`src/rtl/acc_exec_pkg.sv`:
```
package acc_exec_pkg;

   typedef enum logic [4:0] {
      OP_NOP,
      OP_PASSW,
      OP_CLR,
      OP_ADD,
      OP_SUB,
      OP_AND,
      OP_OR,
      OP_XOR,
      OP_COM,
      OP_INC,
      OP_DEC,
      OP_MOV,
      OP_RL,
      OP_RR,
      OP_SWAP,
      OP_BCLR,
      OP_BSET,
      OP_BTST
   } alu_op_e;

   typedef struct packed {
      alu_op_e op;
      logic    use_lit;
      logic    dest_file;
      logic    wr;
      logic    upd_c;
      logic    upd_dc;
      logic    upd_z;
      logic    skip_zero;
      logic    skip_bit;
      logic    skip_pol;
   } exec_ctl_t;

endpackage

```
`src/rtl/acc_exec_decode.sv`:
```
module acc_exec_decode
   import acc_exec_pkg::*;
#(
   parameter int ADDR_W  = 7,
   parameter int INSTR_W = ADDR_W + 7,
   parameter int BIDX_W  = 3
) (
   input  logic [INSTR_W-1:0] instr,
   output exec_ctl_t          ctl,
   output logic [BIDX_W-1:0]  bidx
);
   localparam int CLS_LSB = INSTR_W - 2;
   localparam int OP_LSB  = INSTR_W - 6;

   logic [1:0] cls;
   logic [3:0] op4;
   logic       dbit;

   assign cls  = instr[CLS_LSB +: 2];
   assign op4  = instr[OP_LSB +: 4];
   assign dbit = instr[ADDR_W];
   assign bidx = instr[ADDR_W +: BIDX_W];

   always_comb begin
      ctl.op        = OP_NOP;
      ctl.use_lit   = 1'b0;
      ctl.dest_file = 1'b0;
      ctl.wr        = 1'b0;
      ctl.upd_c     = 1'b0;
      ctl.upd_dc    = 1'b0;
      ctl.upd_z     = 1'b0;
      ctl.skip_zero = 1'b0;
      ctl.skip_bit  = 1'b0;
      ctl.skip_pol  = 1'b0;
      case (cls)
         2'b00: begin
            ctl.dest_file = dbit;
            ctl.wr        = 1'b1;
            ctl.upd_z     = 1'b1;
            case (op4)
               4'h0: begin
                  ctl.op    = OP_PASSW;
                  ctl.wr    = dbit;
                  ctl.upd_z = 1'b0;
               end
               4'h1: ctl.op = OP_CLR;
               4'h2: begin
                  ctl.op     = OP_SUB;
                  ctl.upd_c  = 1'b1;
                  ctl.upd_dc = 1'b1;
               end
               4'h3: ctl.op = OP_DEC;
               4'h4: ctl.op = OP_OR;
               4'h5: ctl.op = OP_AND;
               4'h6: ctl.op = OP_XOR;
               4'h7: begin
                  ctl.op     = OP_ADD;
                  ctl.upd_c  = 1'b1;
                  ctl.upd_dc = 1'b1;
               end
               4'h8: ctl.op = OP_MOV;
               4'h9: ctl.op = OP_COM;
               4'hA: ctl.op = OP_INC;
               4'hB: begin
                  ctl.op        = OP_DEC;
                  ctl.upd_z     = 1'b0;
                  ctl.skip_zero = 1'b1;
               end
               4'hC: begin
                  ctl.op    = OP_RR;
                  ctl.upd_z = 1'b0;
                  ctl.upd_c = 1'b1;
               end
               4'hD: begin
                  ctl.op    = OP_RL;
                  ctl.upd_z = 1'b0;
                  ctl.upd_c = 1'b1;
               end
               4'hE: begin
                  ctl.op    = OP_SWAP;
                  ctl.upd_z = 1'b0;
               end
               default: begin
                  ctl.op        = OP_INC;
                  ctl.upd_z     = 1'b0;
                  ctl.skip_zero = 1'b1;
               end
            endcase
         end
         2'b01: begin
            ctl.dest_file = 1'b1;
            case (op4[3:2])
               2'b00: begin
                  ctl.op = OP_BCLR;
                  ctl.wr = 1'b1;
               end
               2'b01: begin
                  ctl.op = OP_BSET;
                  ctl.wr = 1'b1;
               end
               default: begin
                  ctl.op       = OP_BTST;
                  ctl.skip_bit = 1'b1;
                  ctl.skip_pol = op4[2];
               end
            endcase
         end
         2'b11: begin
            ctl.use_lit = 1'b1;
            casez (op4)
               4'b00??: begin
                  ctl.op = OP_MOV;
                  ctl.wr = 1'b1;
               end
               4'b1000: begin
                  ctl.op    = OP_OR;
                  ctl.wr    = 1'b1;
                  ctl.upd_z = 1'b1;
               end
               4'b1001: begin
                  ctl.op    = OP_AND;
                  ctl.wr    = 1'b1;
                  ctl.upd_z = 1'b1;
               end
               4'b1010: begin
                  ctl.op    = OP_XOR;
                  ctl.wr    = 1'b1;
                  ctl.upd_z = 1'b1;
               end
               4'b110?: begin
                  ctl.op     = OP_SUB;
                  ctl.wr     = 1'b1;
                  ctl.upd_c  = 1'b1;
                  ctl.upd_dc = 1'b1;
                  ctl.upd_z  = 1'b1;
               end
               4'b111?: begin
                  ctl.op     = OP_ADD;
                  ctl.wr     = 1'b1;
                  ctl.upd_c  = 1'b1;
                  ctl.upd_dc = 1'b1;
                  ctl.upd_z  = 1'b1;
               end
               default: ctl.op = OP_NOP;
            endcase
         end
         default: ctl.op = OP_NOP;
      endcase
   end

endmodule

```
`src/rtl/acc_exec_alu.sv`:
```
module acc_exec_alu
   import acc_exec_pkg::*;
#(
   parameter int DATA_W = 8,
   parameter int BIDX_W = 3
) (
   input  alu_op_e           op,
   input  logic [DATA_W-1:0] a,
   input  logic [DATA_W-1:0] w,
   input  logic              c_in,
   input  logic [BIDX_W-1:0] bidx,
   output logic [DATA_W-1:0] res,
   output logic              cy,
   output logic              dcy,
   output logic              tbit
);
   localparam int HALF = DATA_W / 2;

   logic              sub;
   logic [DATA_W-1:0] b_op;
   logic [DATA_W:0]   full_sum;
   logic [HALF:0]     nib_sum;
   logic [DATA_W-1:0] mask;

   assign sub      = (op == OP_SUB);
   assign b_op     = sub ? ~w : w;
   assign full_sum = {1'b0, a} + {1'b0, b_op} + {{DATA_W{1'b0}}, sub};
   assign nib_sum  = {1'b0, a[HALF-1:0]} + {1'b0, b_op[HALF-1:0]} + {{HALF{1'b0}}, sub};
   assign dcy      = nib_sum[HALF];
   assign tbit     = a[bidx];

   genvar gi;
   generate
      for (gi = 0; gi < DATA_W; gi++) begin : g_mask
         assign mask[gi] = (bidx == gi[BIDX_W-1:0]);
      end
   endgenerate

   always_comb begin
      res = a;
      cy  = full_sum[DATA_W];
      case (op)
         OP_PASSW: res = w;
         OP_CLR:   res = '0;
         OP_ADD,
         OP_SUB:   res = full_sum[DATA_W-1:0];
         OP_AND:   res = a & w;
         OP_OR:    res = a | w;
         OP_XOR:   res = a ^ w;
         OP_COM:   res = ~a;
         OP_INC:   res = a + 1'b1;
         OP_DEC:   res = a - 1'b1;
         OP_RL: begin
            res = {a[DATA_W-2:0], c_in};
            cy  = a[DATA_W-1];
         end
         OP_RR: begin
            res = {c_in, a[DATA_W-1:1]};
            cy  = a[0];
         end
         OP_SWAP:  res = {a[HALF-1:0], a[DATA_W-1:HALF]};
         OP_BCLR:  res = a & ~mask;
         OP_BSET:  res = a | mask;
         default:  res = a;
      endcase
   end

endmodule

```
`src/rtl/acc_exec_status.sv`:
```
module acc_exec_status
   import acc_exec_pkg::*;
#(
   parameter int DATA_W = 8
) (
   input  exec_ctl_t         ctl,
   input  logic [DATA_W-1:0] res,
   input  logic              cy,
   input  logic              dcy,
   input  logic              tbit,
   input  logic              c_in,
   input  logic              dc_in,
   input  logic              z_in,
   output logic              c_out,
   output logic              dc_out,
   output logic              z_out,
   output logic              skip
);
   logic res_zero;

   assign res_zero = (res == '0);
   assign c_out    = ctl.upd_c  ? cy       : c_in;
   assign dc_out   = ctl.upd_dc ? dcy      : dc_in;
   assign z_out    = ctl.upd_z  ? res_zero : z_in;

   always_comb begin
      skip = 1'b0;
      if (ctl.skip_zero)
         skip = res_zero;
      else if (ctl.skip_bit)
         skip = (tbit == ctl.skip_pol);
   end

endmodule

```
`src/rtl/acc_exec_unit.sv`:
```
module acc_exec_unit
   import acc_exec_pkg::*;
#(
   parameter int DATA_W  = 8,
   parameter int ADDR_W  = 7,
   parameter bit REG_OUT = 1'b1
) (
   input  logic                clk,
   input  logic                rst_n,
   input  logic                in_vld,
   input  logic [ADDR_W+6:0]   instr,
   input  logic [DATA_W-1:0]   w_in,
   input  logic [DATA_W-1:0]   f_in,
   input  logic                c_in,
   input  logic                dc_in,
   input  logic                z_in,
   output logic                vld_q,
   output logic [DATA_W-1:0]   res_q,
   output logic                to_file,
   output logic                file_we,
   output logic                w_we,
   output logic [ADDR_W-1:0]   addr_q,
   output logic                c_q,
   output logic                dc_q,
   output logic                z_q,
   output logic                skip_q
);
   localparam int INSTR_W = ADDR_W + 7;
   localparam int BIDX_W  = 3;

   generate
      if (DATA_W != ADDR_W + 1) begin : g_bad_width
         $error("acc_exec_unit: DATA_W must equal ADDR_W + 1");
      end
      if (DATA_W < 4 || DATA_W > 8 || (DATA_W % 2) != 0) begin : g_bad_data
         $error("acc_exec_unit: DATA_W must be 4, 6 or 8");
      end
   endgenerate

   exec_ctl_t         ctl;
   logic [BIDX_W-1:0] bidx;
   logic [DATA_W-1:0] operand;
   logic [DATA_W-1:0] alu_res;
   logic              alu_cy;
   logic              alu_dcy;
   logic              alu_tbit;
   logic              nx_c;
   logic              nx_dc;
   logic              nx_z;
   logic              nx_skip;
   logic              nx_fwe;
   logic              nx_wwe;

   acc_exec_decode #(
      .ADDR_W  (ADDR_W),
      .INSTR_W (INSTR_W),
      .BIDX_W  (BIDX_W)
   ) u_decode (
      .instr (instr),
      .ctl   (ctl),
      .bidx  (bidx)
   );

   assign operand = ctl.use_lit ? instr[DATA_W-1:0] : f_in;

   acc_exec_alu #(
      .DATA_W (DATA_W),
      .BIDX_W (BIDX_W)
   ) u_alu (
      .op   (ctl.op),
      .a    (operand),
      .w    (w_in),
      .c_in (c_in),
      .bidx (bidx),
      .res  (alu_res),
      .cy   (alu_cy),
      .dcy  (alu_dcy),
      .tbit (alu_tbit)
   );

   acc_exec_status #(
      .DATA_W (DATA_W)
   ) u_status (
      .ctl    (ctl),
      .res    (alu_res),
      .cy     (alu_cy),
      .dcy    (alu_dcy),
      .tbit   (alu_tbit),
      .c_in   (c_in),
      .dc_in  (dc_in),
      .z_in   (z_in),
      .c_out  (nx_c),
      .dc_out (nx_dc),
      .z_out  (nx_z),
      .skip   (nx_skip)
   );

   assign nx_fwe = in_vld & ctl.wr &  ctl.dest_file;
   assign nx_wwe = in_vld & ctl.wr & ~ctl.dest_file;

   generate
      if (REG_OUT) begin : g_reg
         always_ff @(posedge clk or negedge rst_n) begin
            if (!rst_n) begin
               vld_q   <= 1'b0;
               res_q   <= '0;
               to_file <= 1'b0;
               file_we <= 1'b0;
               w_we    <= 1'b0;
               addr_q  <= '0;
               c_q     <= 1'b0;
               dc_q    <= 1'b0;
               z_q     <= 1'b0;
               skip_q  <= 1'b0;
            end else begin
               vld_q   <= in_vld;
               res_q   <= alu_res;
               to_file <= ctl.dest_file;
               file_we <= nx_fwe;
               w_we    <= nx_wwe;
               addr_q  <= instr[ADDR_W-1:0];
               c_q     <= nx_c;
               dc_q    <= nx_dc;
               z_q     <= nx_z;
               skip_q  <= in_vld & nx_skip;
            end
         end
      end else begin : g_comb
         assign vld_q   = in_vld & rst_n;
         assign res_q   = alu_res;
         assign to_file = ctl.dest_file;
         assign file_we = nx_fwe & rst_n;
         assign w_we    = nx_wwe & rst_n;
         assign addr_q  = instr[ADDR_W-1:0];
         assign c_q     = nx_c;
         assign dc_q    = nx_dc;
         assign z_q     = nx_z;
         assign skip_q  = in_vld & nx_skip & rst_n;
      end
   endgenerate

endmodule

```
`config.mk`:
```
export PLATFORM = sky130hd
export DESIGN_NAME = acc_exec_unit
export DESIGN_NICKNAME = d
export VERILOG_FILES = /design/src/rtl/acc_exec_pkg.sv /design/src/rtl/acc_exec_decode.sv /design/src/rtl/acc_exec_alu.sv /design/src/rtl/acc_exec_status.sv /design/src/rtl/acc_exec_unit.sv
export SDC_FILE = /design/constraint.sdc
export NUM_CORES = 1
export LEC_CHECK = 0
export ABC_AREA = 1
export BUFFER_PORTS_ARGS = -buffer_cell sky130_fd_sc_hd__buf_2
export CAP_MARGIN = 40
export CORE_MARGIN = 2
export CORE_UTILIZATION = 45
export CTS_CLUSTER_DIAMETER = 30
export DETAILED_ROUTE_END_ITERATION = 12
export GPL_ROUTABILITY_DRIVEN = 0
export PLACE_DENSITY_LB_ADDON = 0.1
export SETUP_SLACK_MARGIN = 0.02
export SLEW_MARGIN = 5
export SYNTH_ARGS = -nofsm -noshare
export SYNTH_HDL_FRONTEND = slang
export SYNTH_SLANG_ARGS = --single-unit
```
`constraint.sdc`:
```
create_clock -name clk -period 0.8 [get_ports clk]
set_clock_uncertainty 0.05 [all_clocks]
set_input_delay 0.16 -clock clk [delete_from_list [all_inputs] [get_ports clk]]
set_output_delay 0.16 -clock clk [all_outputs]
set_load 0.02 [all_outputs]
```
==> impl_metrics.json, run 1 <==
{
  "status": "complete, but fails checks",
  "violations": "hold timing, setup timing",
  "layout.nets": 896,
  "cts_root_buffer": "clkbuf_8",
  "maxCapViolCount": 0,
  "first_pass_iters": 6,
  "die_height_um": 93.5,
  "path_depth": 25,
  "slowest_stage": "ha_1",
  "clock-sinks": 23,
  "power_density_mw_per_mm2": 1160,
  "h-tree-depth": 1,
  "dieWidth_um": 93.5,
  "synth_cell_types": 48,
  "hold-worst-slack_ns": -0.222,
  "min_period_ns": 3.15,
  "cts_tree": "yes",
  "vias": 5261,
  "drc": 0,
  "via_per_inst": 5.58,
  "wl_per_cell_um": 17.5,
  "max_freq_mhz": 318,
  "final_common_cell": "buf_4",
  "hold_buffers": 7,
  "critPathMaxStageDelay_ns": 0.31,
  "grtUsageTotal": 0.357,
  "synthCells": 592,
  "mappedNetlistArea_mm2": 0.00360,
  "postSynthNetCount": 647,
  "rsz0062_at_grt": "yes",
  "dpl.hpwl_um": 11500,
  "setup_violations": 37,
  "hp-class": "in -> async",
  "clk_pin_slew_worst_paths_ns": 0.09,
  "post_route_cells_drive_above_1_share": 0.492,
  "vdd_drop_max_mv": 0.721,
  "grt_pass1_wl_um": 24600,
  "path_max_fanout": 4,
  "post-place-ws_ns": -2.67,
  "arrival_ns": 3.31,
  "cp-startpoint": "instr[13]",
  "syn_area_per_cell_um2": 6.08,
  "regArea_um2": 576,
  "ant_nets": 0,
  "worstSetupPathType": "in -> reg",
  "grt_max_degree": 24,
  "setup_slack_ns": -2.35,
  "cp-start-kind": "input pin",
  "hold_violations": 23,
  "ys_warn_count": 0,
  "slew-limit-headroom": 0.679,
  "diodes": 0,
  "synth_seq_cells": 23,
  "cp-end-kind": "flop",
  "seq_area_frac_synth": 0.160,
  "worst_slew_pin_slew_ns": 0.482,
  "syn2layout_area_growth_pct": 76.2,
  "clk_path_buf_depth": 2,
  "critPathBufInv": 3,
  "required_ns": 0.96,
  "rows": 32,
  "io_pins": 59,
  "placedCellCount": 901,
  "total_power_mw": 7.39,
  "p_leak_nw": 3.25,
  "grt_pass1_vias": 5059,
  "layout_common_cells": "buf_4, nand2_1, nor2_1",
  "antenna_found_initial": 0,
  "overflow": 0,
  "slew_viol_final": 0,
  "routed_wl_um": 16500,
  "timing.final.crit_share": 3.94,
  "cpLargestDelayFamily": "simple AND/OR/NAND/NOR gates",
  "portBuffers": 58,
  "nFillCells": 490,
  "final_util": 0.822,
  "numCtsBuffers": 3,
  "drtIter0Drc": 506,
  "layoutNonFillerInstCount": 942,
  "start_util": 0.466,
  "critPathMostFrequentCell": "nand2_1",
  "coreArea_mm2": 0.00773,
  "dieArea_mm2": 0.00874,
  "multiInputGateArea_mm2": 0.00319
}
[per-stage QoR]
stage | cell area [µm²] | setup TNS, ns
floorplan | 3730 | -22.01
global placement | 5250 | -28.24
detailed placement | 5250 | -28.92
CTS | 6020 | -27.09
global route | 6350 | -30.46
finish | 6350 | -28.12
[flip-flops by register name, summed over array words and instances, names as in the netlist]
name and count:
w_we 1, dc_q 1, vld_q 1, addr_q 7, file_we 1, to_file 1
skip_q 1, res_q 8, z_q 1, c_q 1
[power breakdown]
part	switching, mW	internal, mW	leakage [nW]	total [mW]
clock network	0.394	0.353	0.0217	0.748
registers	0.0854	1.34	0.276	1.43
logic	2.78	2.43	2.95	5.21
total	3.26	4.12	3.25	7.39
[cell usage after synthesis (all sizes together)]
| cell type | n | share of area |
|---|---|---|
| nand2 | 178 | 0.20 |
| nor2 | 89 | 0.11 |
| nand3 | 76 | 0.13 |
| inv | 73 | 0.077 |
| o21ai | 33 | 0.049 |
| a21oi | 27 | 0.043 |
| dfrtp | 23 | 0.16 |
| ha | 17 | 0.059 |
| nand4 | 14 | 0.028 |
| xor2 | 12 | 0.029 |
| or2 | 10 | 0.017 |
| buf | 9 | 0.023 |
| nor3 | 4 | 0.0069 |
| o22ai | 4 | 0.0069 |
| o211ai | 3 | 0.0063 |
| xnor2 | 3 | 0.0073 |
| a21o | 2 | 0.0042 |
| fa | 2 | 0.011 |
| a211oi | 1 | 0.0021 |
| a221oi | 1 | 0.0024 |
| a31oi | 1 | 0.0017 |
| a41oi | 1 | 0.0024 |
| clkbuf | 1 | 0.0010 |
| clkinv | 1 | 0.0010 |
| mux2 | 1 | 0.0031 |
| nand3b | 1 | 0.0021 |
| nor3b | 1 | 0.0021 |
| o21bai | 1 | 0.0021 |
| o311ai | 1 | 0.0024 |
| o31ai | 1 | 0.0021 |
| o41ai | 1 | 0.0024 |
[metal layers]
layer / global-route usage / share of wire
met1: 0.434 / 0.37
met5: 0 / 0
met3: 0.0572 / 0.10
met2: 0.612 / 0.47
met4: 0.172 / 0.057
[path summary, 6_finish.rpt]
path / endpoint / slack, ns
max in group asynchronous: res_q[3]$_DFF_PN0_ / 0.58
min: to_file$_DFF_PN0_ / -0.22
max: skip_q$_DFF_PN0_ / -2.35
min in group clk: dc_q$_DFF_PN0_ / 0.06
[what timing repair did]
| item | in CTS | in global routing |
|---|---|---|
| gates resized for setup | 142 | 60 |
| pin swaps | 44 | 42 |
| buffers inserted | 27 | 19 |
| gates cloned | 0 | 1 |
| hold endpoints to repair | 30 | 23 |
| setup endpoints to repair | 38 | 38 |
[final cells by class]
cell class                      count  share of cell area
Tap cell                          102              0.0201
Multi-Input combinational cell    486               0.503
Clock buffer                        3             0.00650
Timing Repair Buffer              253               0.325
Inverter                           74              0.0534
Sequential cell                    23              0.0907
Clock inverter                      1             0.00118
[cell families after synthesis]
family,share of synthesized area
AOI/OAI and AO/OA,0.127
xor gates and xnor gates,0.0365
adders and majority gates,0.0702
buffers and inverters,0.102
DFF,0.160
muxes,0.00313
and+or+nand+nor,0.502
No activity file was read; power rests on OpenSTA's default activity.
==> inputs of run 2 (changes only) <==
--- a/config.mk
+++ b/config.mk
@@ -18,4 +18,5 @@
 export SLEW_MARGIN = 5
 export SYNTH_ARGS = -nofsm -noshare
 export SYNTH_HDL_FRONTEND = slang
+export SYNTH_HIERARCHICAL = 1
 export SYNTH_SLANG_ARGS = --single-unit
==> run 2 against run 1 <==
Net effect: the run still ends with hold timing, setup timing left; final cell count decreased by 5.2%; sequential cell count did not move; total power fell by 6.9%; cell area is 5.5% lower; critical path depth decreased by 1; first-iteration DRC count is 22% higher; area after synthesis fell by 8.0%; utilization increased by 1.5 points; non-clock buffer count shrank 7; synthesized cell count decreased by 6.4%; largest power group unchanged; highest routed layer unchanged.
==> impl_metrics.json, run 2 <==
{
  "placedCellCount": 839,
  "vdd_drop_max_mv": 0.731,
  "vias": 5153,
  "grt_max_degree": 24,
  "final_util": 0.836,
  "synth_edf_count": 0,
  "power_density_mw_per_mm2": 1150,
  "critPathBufInv": 3,
  "antenna_found_initial": 0,
  "placed_area_mm2": 0.00496,
  "cp-start-kind": "input pin",
  "cts_root_buffer": "clkbuf_8",
  "dieArea_mm2": 0.00807,
  "cts_tree": "yes",
  "worstSetupPathType": "in -> reg",
  "first_pass_iters": 7,
  "violations": "hold timing, setup timing",
  "slew_viol_final": 0,
  "via_per_inst": 5.77,
  "status": "complete, but fails checks",
  "post_route_cells_drive_above_1_share": 0.479,
  "cp-end-kind": "flop",
  "required_ns": 0.96,
  "synth_commonest_cells": "nand2_1, nor2_1, inv_1",
  "worst_slew_pin_slew_ns": 0.535,
  "timing.final.crit_share": 3.97,
  "reg_top3": "res_q (8), addr_q (7)",
  "mappedNetlistArea_mm2": 0.00331,
  "maxCapViolCount": 0,
  "arrival_ns": 3.33,
  "coreArea_mm2": 0.00718,
  "yosys.area.top_type": "nand2_1",
  "hold-worst-slack_ns": -0.195,
  "grt_pass1_wl_um": 23000,
  "nFillCells": 416,
  "synth_cell_types": 41,
  "seq_area_frac_synth": 0.174,
  "slowest_stage": "ha_1",
  "ant_nets": 0,
  "clock-sinks": 23,
  "hold_violations": 23,
  "total_power_mw": 6.87,
  "setup_violations": 38,
  "synthArstFlopShare": 1.00,
  "routed_wl_um": 16700,
  "die_height_um": 89.8,
  "final_common_cell": "buf_4",
  "synth_seq_cells": 23,
  "final.setup.tns_ns": -28.94,
  "synth.most_common_cell": "nand2_1",
  "layoutNonFillerInstCount": 893,
  "rows": 31,
  "max_freq_mhz": 315,
  "min_period_ns": 3.17,
  "portBuffers": 58,
  "largest_register_ffs": 8,
  "dpl.hpwl_um": 9900,
  "synth_top_area_frac": 0.194,
  "synth_area_leaders": "nand2_1, dfrtp_1, nor2_1",
  "dieWidth_um": 89.8,
  "p_leak_nw": 3.05,
  "clk_pin_slew_worst_paths_ns": 0.09,
  "numCtsBuffers": 3,
  "path_max_fanout": 7,
  "regMostFlops": "res_q",
  "drtIter0Drc": 615,
  "synthCells": 554,
  "multiInputGateArea_mm2": 0.00294,
  "stdcell_area_mm2": 0.00600,
  "clk_path_buf_depth": 2,
  "postSynthNetCount": 609,
  "rsz0062_at_grt": "yes",
  "slew-limit-headroom": 0.643,
  "h-tree-depth": 1,
  "hp-class": "in -> async",
  "io_pins": 59,
  "cpLargestDelayFamily": "simple AND/OR/NAND/NOR gates",
  "regArea_um2": 576,
  "ys_warn_count": 6,
  "setup_slack_ns": -2.37,
  "layout.nets": 850,
  "grt_pass1_vias": 4698,
  "crit_path_cell_trace": "buf_12 > buf_6 > nand3_4 > o211ai_1 > a21oi_4 > a21oi_4 > nor2_4 > nand2_4 > xor2_2 > ha_1 > a21o_1 > nor2_2 > nand3_1 > nand2_1 > nor2_1 > nor2_1 > nand3_1 > nor2_1 > nand2_1 > nor2_2 > nand2_1 > nand2_1 > nand2_1 > inv_1",
  "start_util": 0.462,
  "hold_buffers": 8,
  "overflow": 0,
  "syn_area_per_cell_um2": 5.98,
  "critPathMaxStageDelay_ns": 0.36,
  "grtUsageTotal": 0.346,
  "critPathMostFrequentCell": "nand2_1",
  "post-place-ws_ns": -2.49,
  "diodes": 0,
  "syn2layout_area_growth_pct": 81.1,
  "wl_per_cell_um": 18.7,
  "drc": 0,
  "layout_common_cells": "buf_4, nand2_1, nor2_1",
  "synth_flop_cell": "dfrtp_1"
}
[run 2: changes by cell type after synthesis, moves of 5 or more]
| cell | previous run | this run |
|---|---|---|
| inv_2 | 13 | 8 |
| nand2_1 | 162 | 171 |
| nand3_1 | 65 | 42 |
| nand3_2 | 8 | 3 |
| nor2_2 | 10 | 5 |
| o22ai_1 | 4 | 10 |
| or2_2 | 9 | 4 |
[run 2: final timing paths]
| check | startpoint | endpoint | cells after the start |
|---|---|---|---|
| worst max-delay path | instr[9] | skip_q$_DFF_PN0_ | 24 |
| worst min-delay path | rst_n | to_file$_DFF_PN0_ | 1 |
| max in group asynchronous | rst_n | addr_q[3]$_DFF_PN0_ | 1 |
| min in group clk | z_in | z_q$_DFF_PN0_ | 3 |
[run 2: cell type report]
| cell class | instances | share of cell area |
|---|---|---|
| tap | 99 | 0.0206 |
| multi-input combinational | 452 | 0.489 |
| clock buffer | 4 | 0.00750 |
| inverter | 69 | 0.0502 |
| sequential | 23 | 0.0959 |
| timing repair buffer | 246 | 0.337 |
[run 2: logic make-up (layout without fill, tap and decap cells)]
logic type | after synthesis | after routing | synth area share
xor+xnor | 15 | 15 | 0.0396
buf+inv | 80 | 319 | 0.112
compound gates | 78 | 78 | 0.136
simple gates | 337 | 338 | 0.455
flops | 23 | 23 | 0.174
fa+ha+maj | 19 | 19 | 0.0763
mux | 2 | 2 | 0.00679
[run 2: metal layers]
metal / track usage / vias up / wire [µm]
li1: - / 2274 / -
met1: 0.431 / 2327 / 6000
met2: 0.607 / 443 / 7970
met3: 0.0419 / 109 / 1690
met4: 0.145 / 0 / 1060
met5: 0 / - / 0
[run 2: timing repair]
item	in CTS	in global routing
resized for setup	130	49
hold endpoints to repair	31	23
gates cloned	1	0
pin swaps	43	38
buffers inserted	28	22
endpoints found under the setup margin	38	38
[run 2: power by group]
group          leakage [nW]  switching [mW]  internal [mW]
registers             0.278           0.107           1.32
clock network        0.0228           0.406          0.356
logic                  2.75            2.51           2.17
total                  3.05            3.02           3.85
